## config.mk

```make
export PLATFORM = sky130hd
export DESIGN_NAME = pgpc_unit
export DESIGN_NICKNAME = d
export VERILOG_FILES = /design/src/rtl/pgpc_pkg.sv /design/src/rtl/pgpc_decode.sv /design/src/rtl/pgpc_codeaddr.sv /design/src/rtl/pgpc_seq.sv /design/src/rtl/pgpc_unit.sv
export SDC_FILE = /design/constraint.sdc
export NUM_CORES = 1
export LEC_CHECK = 0
export CAP_MARGIN = 5
export CELL_PAD_IN_SITES_DETAIL_PLACEMENT = 1
export CELL_PAD_IN_SITES_GLOBAL_PLACEMENT = 1
export CORE_MARGIN = 4
export CORE_UTILIZATION = 35
export CTS_CLUSTER_SIZE = 20
export DETAILED_ROUTE_END_ITERATION = 7
export DONT_BUFFER_PORTS = 1
export PLACE_DENSITY_LB_ADDON = 0.1
export REMOVE_ABC_BUFFERS = 1
export SETUP_SLACK_MARGIN = 0.1
export SLEW_MARGIN = 20
export SYNTH_ARGS = -nofsm -noshare
export SYNTH_HDL_FRONTEND = slang
export SYNTH_SLANG_ARGS = --single-unit
export TNS_END_PERCENT = 5
```

## constraint.sdc

```tcl
create_clock -name clk -period 3.9 [get_ports clk]
set_input_delay 0.78 -clock clk [delete_from_list [all_inputs] [get_ports clk]]
set_output_delay 0.78 -clock clk [all_outputs]
set_load 0.005 [all_outputs]
```

## src/rtl/pgpc_pkg.sv

```systemverilog
package pgpc_pkg;
    localparam int BYTE_W = 8;
    localparam int OFS_W  = 16;
    localparam int PAGE_W = 8;
    localparam int SP_W   = 8;
    localparam int SHORT_W = 11;

    localparam logic [BYTE_W-1:0] OPC_LJMP = 8'h02;
    localparam logic [BYTE_W-1:0] OPC_LCALL = 8'h12;
    localparam logic [BYTE_W-1:0] OPC_RET = 8'h22;
    localparam logic [BYTE_W-1:0] OPC_JIND = 8'h73;
    localparam logic [4:0] SHORT_CALL_TAG = 5'b10001;

    typedef enum logic [2:0] {
        K_NONE, K_ACALL, K_LCALL, K_LJMP, K_RET, K_JIND, K_IRQ
    } op_kind_e;

    typedef enum logic [2:0] {
        S_IDLE, S_OPND, S_PUSH_LO, S_PUSH_HI, S_PUSH_PG,
        S_POP_PG, S_POP_HI, S_POP_LO
    } seq_state_e;

    typedef struct packed {
        op_kind_e           kind;
        logic [OFS_W-1:0]   target;
    } dec_req_t;

    function automatic op_kind_e classify(input logic [BYTE_W-1:0] opc);
        op_kind_e k;
        k = K_NONE;
        if (opc[4:0] == SHORT_CALL_TAG) k = K_ACALL;
        else if (opc == OPC_LCALL)      k = K_LCALL;
        else if (opc == OPC_LJMP)       k = K_LJMP;
        else if (opc == OPC_RET)        k = K_RET;
        else if (opc == OPC_JIND)       k = K_JIND;
        return k;
    endfunction
endpackage

```

## src/rtl/pgpc_decode.sv

```systemverilog
module pgpc_decode
    import pgpc_pkg::*;
(
    input  logic                op_valid,
    input  logic [BYTE_W-1:0]   op_b0,
    input  logic [BYTE_W-1:0]   op_b1,
    input  logic [BYTE_W-1:0]   op_b2,
    input  logic                irq_req,
    input  logic [OFS_W-1:0]    irq_vec,
    output dec_req_t            req
);
    always_comb begin
        req.kind   = K_NONE;
        req.target = '0;
        if (irq_req) begin
            req.kind   = K_IRQ;
            req.target = irq_vec;
        end else if (op_valid) begin
            req.kind = classify(op_b0);
            unique case (req.kind)
                K_ACALL: req.target = {{(OFS_W-SHORT_W){1'b0}}, op_b0[7:5], op_b1};
                K_LCALL, K_LJMP: req.target = {op_b1, op_b2};
                default: req.target = '0;
            endcase
        end
    end
endmodule

```

## src/rtl/pgpc_codeaddr.sv

```systemverilog
module pgpc_codeaddr
    import pgpc_pkg::*;
(
    input  logic [PAGE_W-1:0]        page,
    input  logic [OFS_W-1:0]         dptr,
    input  logic [BYTE_W-1:0]        acc,
    output logic [PAGE_W+OFS_W-1:0]  addr
);
    logic [OFS_W-1:0] sum;
    always_comb begin
        sum  = dptr + {{(OFS_W-BYTE_W){1'b0}}, acc};
        addr = {page, sum};
    end
endmodule

```

## src/rtl/pgpc_seq.sv

```systemverilog
module pgpc_seq
    import pgpc_pkg::*;
#(
    parameter logic [SP_W-1:0] RESET_SP = 8'h07
) (
    input  logic                clk,
    input  logic                rst,
    input  dec_req_t            req,
    input  logic [PAGE_W-1:0]   ap_page,
    input  logic [OFS_W-1:0]    jind_addr,
    input  logic                pc_inc,
    input  logic [BYTE_W-1:0]   stk_rdata,
    output logic [OFS_W-1:0]    pc_ofs,
    output logic [PAGE_W-1:0]   pc_pg,
    output logic [SP_W-1:0]     sp,
    output logic                busy,
    output logic                stk_en,
    output logic                stk_we,
    output logic [SP_W-1:0]     stk_addr,
    output logic [BYTE_W-1:0]   stk_wdata
);
    seq_state_e         state;
    op_kind_e           kind_q;
    logic [OFS_W-1:0]   tgt_q;
    logic [PAGE_W-1:0]  ap_q;
    logic               ldpg_q;
    logic               accept;
    logic [OFS_W-1:0]   ofs_plus2;

    assign busy      = (state != S_IDLE);
    assign accept    = (state == S_IDLE) && (req.kind != K_NONE);
    assign ofs_plus2 = pc_ofs + 16'd2;

    always_comb begin
        stk_en    = 1'b0;
        stk_we    = 1'b0;
        stk_addr  = sp;
        stk_wdata = '0;
        unique case (state)
            S_PUSH_LO: begin stk_en = 1'b1; stk_we = 1'b1; stk_addr = sp + 8'd1; stk_wdata = pc_ofs[7:0];  end
            S_PUSH_HI: begin stk_en = 1'b1; stk_we = 1'b1; stk_addr = sp + 8'd1; stk_wdata = pc_ofs[15:8]; end
            S_PUSH_PG: begin stk_en = 1'b1; stk_we = 1'b1; stk_addr = sp + 8'd1; stk_wdata = pc_pg;        end
            S_POP_PG, S_POP_HI, S_POP_LO: stk_en = 1'b1;
            default: ;
        endcase
    end

    always_ff @(posedge clk) begin
        if (rst) begin
            state  <= S_IDLE;
            kind_q <= K_NONE;
            tgt_q  <= '0;
            ap_q   <= '0;
            ldpg_q <= 1'b0;
            pc_ofs <= '0;
            pc_pg  <= '0;
            sp     <= RESET_SP;
        end else begin
            unique case (state)
                S_IDLE: begin
                    if (accept) begin
                        kind_q <= req.kind;
                        ap_q   <= ap_page;
                        unique case (req.kind)
                            K_ACALL: begin
                                pc_ofs <= ofs_plus2;
                                tgt_q  <= {ofs_plus2[OFS_W-1:SHORT_W], req.target[SHORT_W-1:0]};
                                ldpg_q <= 1'b1;
                                state  <= S_PUSH_LO;
                            end
                            K_LCALL: begin
                                pc_ofs <= pc_ofs + 16'd3;
                                tgt_q  <= req.target;
                                ldpg_q <= 1'b1;
                                state  <= S_OPND;
                            end
                            K_IRQ: begin
                                tgt_q  <= req.target;
                                ldpg_q <= 1'b0;
                                state  <= S_OPND;
                            end
                            K_RET: state <= S_OPND;
                            K_LJMP: begin
                                pc_ofs <= req.target;
                                pc_pg  <= ap_page;
                            end
                            K_JIND: pc_ofs <= jind_addr;
                            default: ;
                        endcase
                    end else if (pc_inc) begin
                        pc_ofs <= pc_ofs + 16'd1;
                    end
                end
                S_OPND:    state <= (kind_q == K_RET) ? S_POP_PG : S_PUSH_LO;
                S_PUSH_LO: begin sp <= sp + 8'd1; state <= S_PUSH_HI; end
                S_PUSH_HI: begin sp <= sp + 8'd1; state <= S_PUSH_PG; end
                S_PUSH_PG: begin
                    sp     <= sp + 8'd1;
                    pc_ofs <= tgt_q;
                    if (ldpg_q) pc_pg <= ap_q;
                    state  <= S_IDLE;
                end
                S_POP_PG: begin pc_pg <= stk_rdata;        sp <= sp - 8'd1; state <= S_POP_HI; end
                S_POP_HI: begin pc_ofs[15:8] <= stk_rdata; sp <= sp - 8'd1; state <= S_POP_LO; end
                S_POP_LO: begin pc_ofs[7:0] <= stk_rdata;  sp <= sp - 8'd1; state <= S_IDLE;   end
                default:  state <= S_IDLE;
            endcase
        end
    end

    assert_page_no_carry_R1: assert property (@(posedge clk) disable iff (rst)
        (state == S_IDLE && req.kind == K_NONE && pc_inc) |=> (pc_pg == $past(pc_pg)));

    assert_push_sp_up_R5: assert property (@(posedge clk) disable iff (rst)
        (stk_en && stk_we) |=> (sp == $past(sp) + 8'd1));

    assert_pop_sp_down_R6: assert property (@(posedge clk) disable iff (rst)
        (stk_en && !stk_we) |=> (sp == $past(sp) - 8'd1));

    assert_min_length_R7: assert property (@(posedge clk) disable iff (rst)
        $rose(busy) |=> busy);

    assert_pc_held_R9: assert property (@(posedge clk) disable iff (rst)
        (state == S_OPND || state == S_PUSH_LO || state == S_PUSH_HI) |=> $stable(pc_ofs) && $stable(pc_pg));
endmodule

```

## src/rtl/pgpc_unit.sv

```systemverilog
module pgpc_unit
    import pgpc_pkg::*;
#(
    parameter logic [7:0] RESET_SP = 8'h07
) (
    input  logic         clk,
    input  logic         rst,
    input  logic         op_valid,
    input  logic [7:0]   op_b0,
    input  logic [7:0]   op_b1,
    input  logic [7:0]   op_b2,
    input  logic         irq_req,
    input  logic [15:0]  irq_vec,
    input  logic         pc_inc,
    input  logic [7:0]   ap_page,
    input  logic [7:0]   acc,
    input  logic [15:0]  dptr,
    output logic         busy,
    output logic [23:0]  pc_full,
    output logic [7:0]   sp_val,
    output logic [23:0]  code_addr,
    output logic         stk_en,
    output logic         stk_we,
    output logic [7:0]   stk_addr,
    output logic [7:0]   stk_wdata,
    input  logic [7:0]   stk_rdata
);
    dec_req_t           req;
    logic [OFS_W-1:0]   pc_ofs;
    logic [PAGE_W-1:0]  pc_pg;

    pgpc_decode u_dec (
        .op_valid (op_valid),
        .op_b0    (op_b0),
        .op_b1    (op_b1),
        .op_b2    (op_b2),
        .irq_req  (irq_req),
        .irq_vec  (irq_vec),
        .req      (req)
    );

    pgpc_codeaddr u_cadr (
        .page (pc_pg),
        .dptr (dptr),
        .acc  (acc),
        .addr (code_addr)
    );

    pgpc_seq #(.RESET_SP(RESET_SP)) u_seq (
        .clk       (clk),
        .rst       (rst),
        .req       (req),
        .ap_page   (ap_page),
        .jind_addr (code_addr[OFS_W-1:0]),
        .pc_inc    (pc_inc),
        .stk_rdata (stk_rdata),
        .pc_ofs    (pc_ofs),
        .pc_pg     (pc_pg),
        .sp        (sp_val),
        .busy      (busy),
        .stk_en    (stk_en),
        .stk_we    (stk_we),
        .stk_addr  (stk_addr),
        .stk_wdata (stk_wdata)
    );

    assign pc_full = {pc_pg, pc_ofs};

    assert_code_page_R10: assert property (@(posedge clk) disable iff (rst)
        code_addr[23:16] == pc_full[23:16]);
endmodule

```

==> flow_metrics.py, run 1 <==
metrics = {
    "run_status": {
        "status": "finished, final reports clean",
    },
    "synth": {
        "synthSimpleGateAreaFrac_pct": 26.1,
        "ys.flop_type": "dfxtp_1",
        "synth_area_sq_um": 5900,
        "ys_types": 73,
        "yosys.area.top_type": "dfxtp_1",
        "synth_edf_count": 0,
        "synth_compound_area_share_pct": 29.8,
        "synth_top_family_by_area": "compound AO/OA/AOI/OAI gates",
        "ys_ff_latch": 63,
        "netlist_instances": 837,
        "yosys_warnings": 0,
        "yosysSeqAreaShare_pct": 21.4,
        "synth_xor_area_share_pct": 7.27,
        "synth.avg_cell_area_sq_um": 7.05,
        "synthMuxAreaShare_pct": 4.88,
        "async_flop_share_pct": 0,
        "synthTopCellsByArea": "dfxtp_1, nand2_1, a21oi_1",
        "yosys.area_share.adder_pct": 3.31,
        "synth_top_area_share_pct": 21.4,
    },
    "detailed_routing": {
        "first_iter_violations": 322,
        "antenna_left": 0,
        "wirelength_um": 26400,
        "drc": 0,
        "vias_per_cell": 6.31,
        "via_count": 6465,
        "dr.pass1.iters": 5,
        "avgRoutedWirePerCell_um": 25.7,
    },
    "floorplan": {
        "rows": 47,
        "die_h_um": 138,
        "dieArea_sq_um": 19000,
        "ioPinCount": 160,
        "core_area_sq_um": 16500,
        "die_w_um": 138,
        "start_util_pct": 35.7,
    },
    "timing": {
        "tns_ns": 0,
        "slew_headroom_pct": 34.9,
        "max_clock_freq_mhz": 296,
        "finalHoldViolations": 0,
        "min_period_over_period_pct": 86.5,
        "rsz0062_at_grt": "no",
        "setup_viol": 0,
        "skew_ns": 0.00604,
        "min_period_ns": 3.37,
        "drv_slew": 0,
        "tightest_slew_ns": 0.969,
    },
    "clocking": {
        "cts_num_sinks": 63,
        "cts_buffer_depth": 2,
        "clkTransAtPathRegs_ns": 0.05,
        "cts_buffers": 9,
        "cts_tree": "yes",
        "cts-root-buf": "clkbuf_16",
        "cts_setup_buffers": 0,
        "clkLatencyLatePin_ns": 0.35,
        "cts_hold_buf": 0,
        "post_cts_resized": 0,
        "h-tree-depth": 3,
    },
    "global_routing": {
        "antenna_found_initial": 0,
        "first_global_vias": 6748,
        "grt_usage_pct": 27.5,
        "grt_first_pass_wirelength_um": 39700,
        "grt_start_max_net_pins": 62,
        "grt-ovfl-total": 0,
    },
    "setup_path": {
        "cp-end-kind": "output port",
        "path_max_fanout": 11,
        "worstSetupPathType": "reg2out",
        "startpoint": "u_seq.state[2]",
        "timing.rr.start": "u_seq.state[0]",
        "arrival_ns": 2.59,
        "reg2reg_slack_ns": 1.15,
        "worstPathRequired_ns": 3.12,
        "reg2reg_depth": 9,
        "cp-start-kind": "flop",
    },
    "cells_and_area": {
        "layout_common_cells": "nand2_1, a21oi_1, nor2_1",
        "num_antenna_cells": 0,
        "layout_commonest_cell": "nand2_1",
        "fin_cells": 1025,
        "utilization_pct": 38.5,
        "syn_to_final_growth_pct": 7.78,
        "drive_gt1_share_pct": 7.95,
        "fin_nets": 900,
    },
    "power_and_ir_drop": {
        "power_density_nw_per_um2": 388,
        "ir_worst_vdd_uv": 184,
        "power_leakage_nw": 2.19,
    },
    "min_path": {
        "hp-start": "u_seq.tgt_q[7]",
        "hold_depth": 2,
        "hold_class": "reg2reg",
    },
    "place": {
        "dpl.hpwl_um": 20000,
        "gp_congestion": 0.909,
        "placed_cells": 1009,
        "io_buffers": 0,
    },
    "job": {
        "cap_violations": 0,
    },
}
-- power breakdown --
part / internal (mW) / total, mW / switching, mW
Sequential: 0.701 / 0.814 / 0.113
Clock: 0.555 / 0.884 / 0.329
Combinational: 0.274 / 0.767 / 0.493
Total: 1.53 / 2.47 / 0.935
-- per-stage QoR --
step	hold WS (ns)	power [mW]	worst slack (ns)	cell area [sq um]
finish	0.458	2.47	0.527	6360
global route	0.465	2.59	0.334	6360
CTS	0.453	2.47	0.512	6360
detailed placement	0.446	1.59	0.545	6050
global placement	0.434	1.57	0.620	6050
floorplan	0.425	1.29	0.149	5560
-- worst paths after layout --
kind	end
worst max-delay path	stk_addr[7]
worst min-delay path	u_seq.tgt_q[7]
worst max register to register	u_seq.pc_ofs[8]
worst min register to register	u_seq.tgt_q[7]
-- cell usage after synthesis (7+ instances only) --
cell type / count
nor2_1: 68
buf_4: 9
a311oi_1: 10
nand4_1: 19
xnor2_1: 30
mux2i_1: 22
nor4_1: 7
and3_1: 10
ha_1: 14
a221oi_1: 7
a21oi_1: 70
xor2_1: 19
o211ai_1: 10
buf_1: 8
nor3_1: 15
clkbuf_1: 45
a31oi_1: 15
o221ai_1: 7
inv_1: 23
nand3_1: 35
dfxtp_1: 63
nand2_1: 119
a22oi_1: 13
o22ai_1: 7
a21o_1: 9
o21ai_0: 47
buf_2: 13
a211oi_1: 11
a211o_1: 8
-- sequential cells by signal, indices dropped and copies added, names as in the netlist --
register,flops
u_seq.kind_q,3
u_seq.pc_pg,8
u_seq.state,3
u_seq.ldpg_q,1
u_seq.sp,8
u_seq.ap_q,8
u_seq.pc_ofs,16
u_seq.tgt_q,16
-- layer usage --
layer / global-route usage, % / wire, um / up-vias
li1: - / - / 2993
met1: 34.8 / 11400 / 3144
met2: 44.1 / 11800 / 277
met3: 7.45 / 2360 / 51
met4: 11.6 / 874 / 0
met5: 0 / 0 / -
-- layout make-up --
class	instances	area [sq um]
Clock buffer	9	225
Clock inverter	7	87.6
Fill cell	2096	10200
Inverter	24	90.1
Multi-Input combinational cell	674	4210
Sequential cell	63	1260
Tap cell	220	275
Timing Repair Buffer	28	210
-- worst max-delay path, stage by stage (launching register included) --
cell      delay (ns)
dfxtp_1         0.59
nand2b_1        0.10
o21ai_1         0.61
and4_1          0.37
nand3_1         0.16
nor2_1          0.17
xnor2_1         0.15
inv_1           0.08
-- cells by family (layout without fill, tap and decap cells) --
logic type,Yosys count,count (layout)
AOI/OAI and AO/OA,262,262
xor gates and xnor gates,49,49
adders and majority gates,15,15
buffers and inverters,100,68
DFF,63,63
muxes,28,28
and+or+nand+nor,320,320
Power figures use the tool's default switching activity.
==> inputs of run 2 (changes only) <==
Settings changed: CORE_UTILIZATION 35 to 45, SLEW_MARGIN 20 to not set.
==> run 2 against run 1 <==
Against the previous run: die area shrank 21%; non-clock buffer count down 4; via count is 2.4% higher; combinational power fell by 4.8%; sequential share of layout area is 0.24 points higher; wire length decreased by 7.7%; design area is 1.2% lower; clock power rose by 1%; global-route usage rose by 4.9 points; critical path depth rose by 1; highest routed layer unchanged.
==> flow_metrics.py, run 2 (synthesized netlist as in run 1, its figures left out) <==
metrics = {
    "run_status": {
        "status": "finished, final reports clean",
    },
    "global_routing": {
        "grt_usage_pct": 32.5,
        "grt_start_max_net_pins": 62,
        "grt_first_pass_wirelength_um": 37900,
        "grt-ovfl-total": 0,
        "antenna_found_initial": 0,
        "first_global_vias": 6756,
    },
    "clocking": {
        "cts_num_sinks": 63,
        "cts_setup_buffers": 0,
        "cts_buffer_depth": 2,
        "post_cts_resized": 0,
        "clkLatencyLatePin_ns": 0.34,
        "clkTransAtPathRegs_ns": 0.06,
        "cts-root-buf": "clkbuf_16",
        "cts_tree": "yes",
        "cts_buffers": 9,
        "h-tree-depth": 3,
        "cts_hold_buf": 0,
    },
    "timing": {
        "min_period_over_period_pct": 88.5,
        "finalHoldViolations": 0,
        "drv_slew": 0,
        "max_clock_freq_mhz": 290,
        "rsz0062_at_grt": "no",
        "tns_ns": 0,
        "min_period_ns": 3.45,
        "skew_ns": 0.00773,
        "setup_viol": 0,
        "slew_headroom_pct": 40.3,
        "tightest_slew_ns": 0.892,
    },
    "setup_path": {
        "arrival_ns": 2.67,
        "critPathSlowestCell": "dfxtp_1",
        "reg2reg_slack_ns": 0.99,
        "crit_family": "simple AND/OR/NAND/NOR gates",
        "worstPathRequired_ns": 3.12,
        "r2r_end": "u_seq.pc_ofs[15]",
        "path_max_fanout": 15,
        "cp_cell_sequence": "buf_4 > nand2b_1 > o21ai_1 > and4_1 > nand3_1 > nor2_1 > xnor2_1 > inv_1",
        "worstSetupPathType": "reg2out",
        "worst-path-buf-inv": 2,
        "reg2reg_depth": 7,
        "cp-end-kind": "output port",
        "timing.rr.start": "u_seq.pc_ofs[2]",
        "critPathMaxStageDelay_ns": 0.46,
        "cp-start-kind": "flop",
    },
    "min_path": {
        "min_to": "u_seq.kind_q[1]",
        "hold_depth": 2,
        "hold_class": "reg2reg",
        "hp-start": "u_seq.kind_q[1]",
    },
    "power_and_ir_drop": {
        "internal_power_mw": 1.56,
        "finalPower_mw": 2.46,
        "p_sw_mw": 0.899,
        "seqPwrFrac_pct": 34.0,
        "power_frac_clock_pct": 36.4,
        "power_density_nw_per_um2": 392,
        "switching_share_pct": 36.5,
        "power_leakage_nw": 2.17,
        "comb_power_share_pct": 29.7,
        "ir_worst_vdd_uv": 224,
    },
    "floorplan": {
        "die_w_um": 123,
        "ioPinCount": 160,
        "core_area_sq_um": 12700,
        "dieArea_sq_um": 15000,
        "start_util_pct": 46.4,
        "rows": 41,
        "die_h_um": 123,
    },
    "place": {
        "dpl.hpwl_um": 18500,
        "io_buffers": 0,
        "gp_congestion": 0.949,
    },
    "cells_and_area": {
        "reg_top3": "u_seq.pc_ofs: 16 flops, u_seq.tgt_q: 16 flops",
        "num_antenna_cells": 0,
        "drive_gt1_share_pct": 7.24,
        "fin_nets": 896,
        "syn_to_final_growth_pct": 6.47,
        "layout_common_cells": "nand2_1, a21oi_1, nor2_1",
        "layout_commonest_cell": "nand2_1",
    },
    "detailed_routing": {
        "drc": 0,
        "vias_per_cell": 6.81,
        "antenna_left": 0,
        "avgRoutedWirePerCell_um": 25.0,
        "first_iter_violations": 438,
        "wirelength_um": 24400,
        "dr.pass1.iters": 4,
        "via_count": 6622,
    },
    "job": {
        "cap_violations": 0,
    },
}
run 2: cell types whose count changed in the layout (fill, tap and decap cells not counted), sizes merged:
cell      delta
clkinvlp     -1
clkbuf       +4
buf          -4
clkinv       -3
run 2: worst reg2reg max path, delay by kind of cell (launching register included):
family                   cells  cell delay, ns
AO/OA/AOI/OAI                4            0.93
flip-flops                   1            0.75
AND/OR/NAND/NOR              1            0.51
adder cells (fa/ha/maj)      1            0.47
XOR/XNOR                     1            0.13
run 2: per-stage QoR:
stage	util, %	hold slack [ns]	cell area (sq um)	cells	setup WS (ns)
5_1_grt	49.4	0.473	6280	973	0.208
3_3_place_gp	46.8	0.434	5960	957	0.750
4_1_cts	49.4	0.449	6280	973	0.455
3_5_place_dp	46.8	0.441	5960	957	0.638
2_1_floorplan	-	0.425	5560	761	0.149
6_report	49.4	0.453	6280	973	0.448
run 2: worst max-delay path by stage:
stage,slack (ns),depth (start not counted),start,endpoint
after floorplan,0.15,7,op_b0[7],u_seq.pc_ofs[8]
after global placement,0.75,7,op_b0[7],u_seq.pc_pg[4]
after detailed placement,0.64,7,op_b0[7],u_seq.pc_pg[4]
after CTS,0.45,8,u_seq.state[1],stk_addr[7]
after global routing,0.21,8,u_seq.state[1],stk_addr[7]
final,0.45,8,u_seq.state[1],stk_addr[7]
run 2: routing by layer:
layer	up-vias	global-route usage, %	routed length, um
met5	-	0	0
met4	0	13.0	792
met3	62	8.53	2440
met2	350	52.1	11100
met1	3227	41.6	10000
li1	2983	-	-
run 2: area by class of cell:
class | instances | area, sq um
tap | 172 | 215
sequential | 63 | 1260
multi-input combinational | 674 | 4210
clock buffer | 13 | 260
clock inverter | 3 | 65.1
fill | 1665 | 6440
timing repair buffer | 24 | 180
inverter | 24 | 90.1
run 2: power by group through the flow:
stage | Clock (mW) | Sequential [mW] | Combinational [mW]
2_1_floorplan | 0 | 0.822 | 0.471
3_3_place_gp | 0 | 0.843 | 0.691
3_5_place_dp | 0 | 0.845 | 0.712
4_1_cts | 0.905 | 0.832 | 0.719
5_1_grt | 0.933 | 0.844 | 0.797
6_report | 0.895 | 0.837 | 0.730
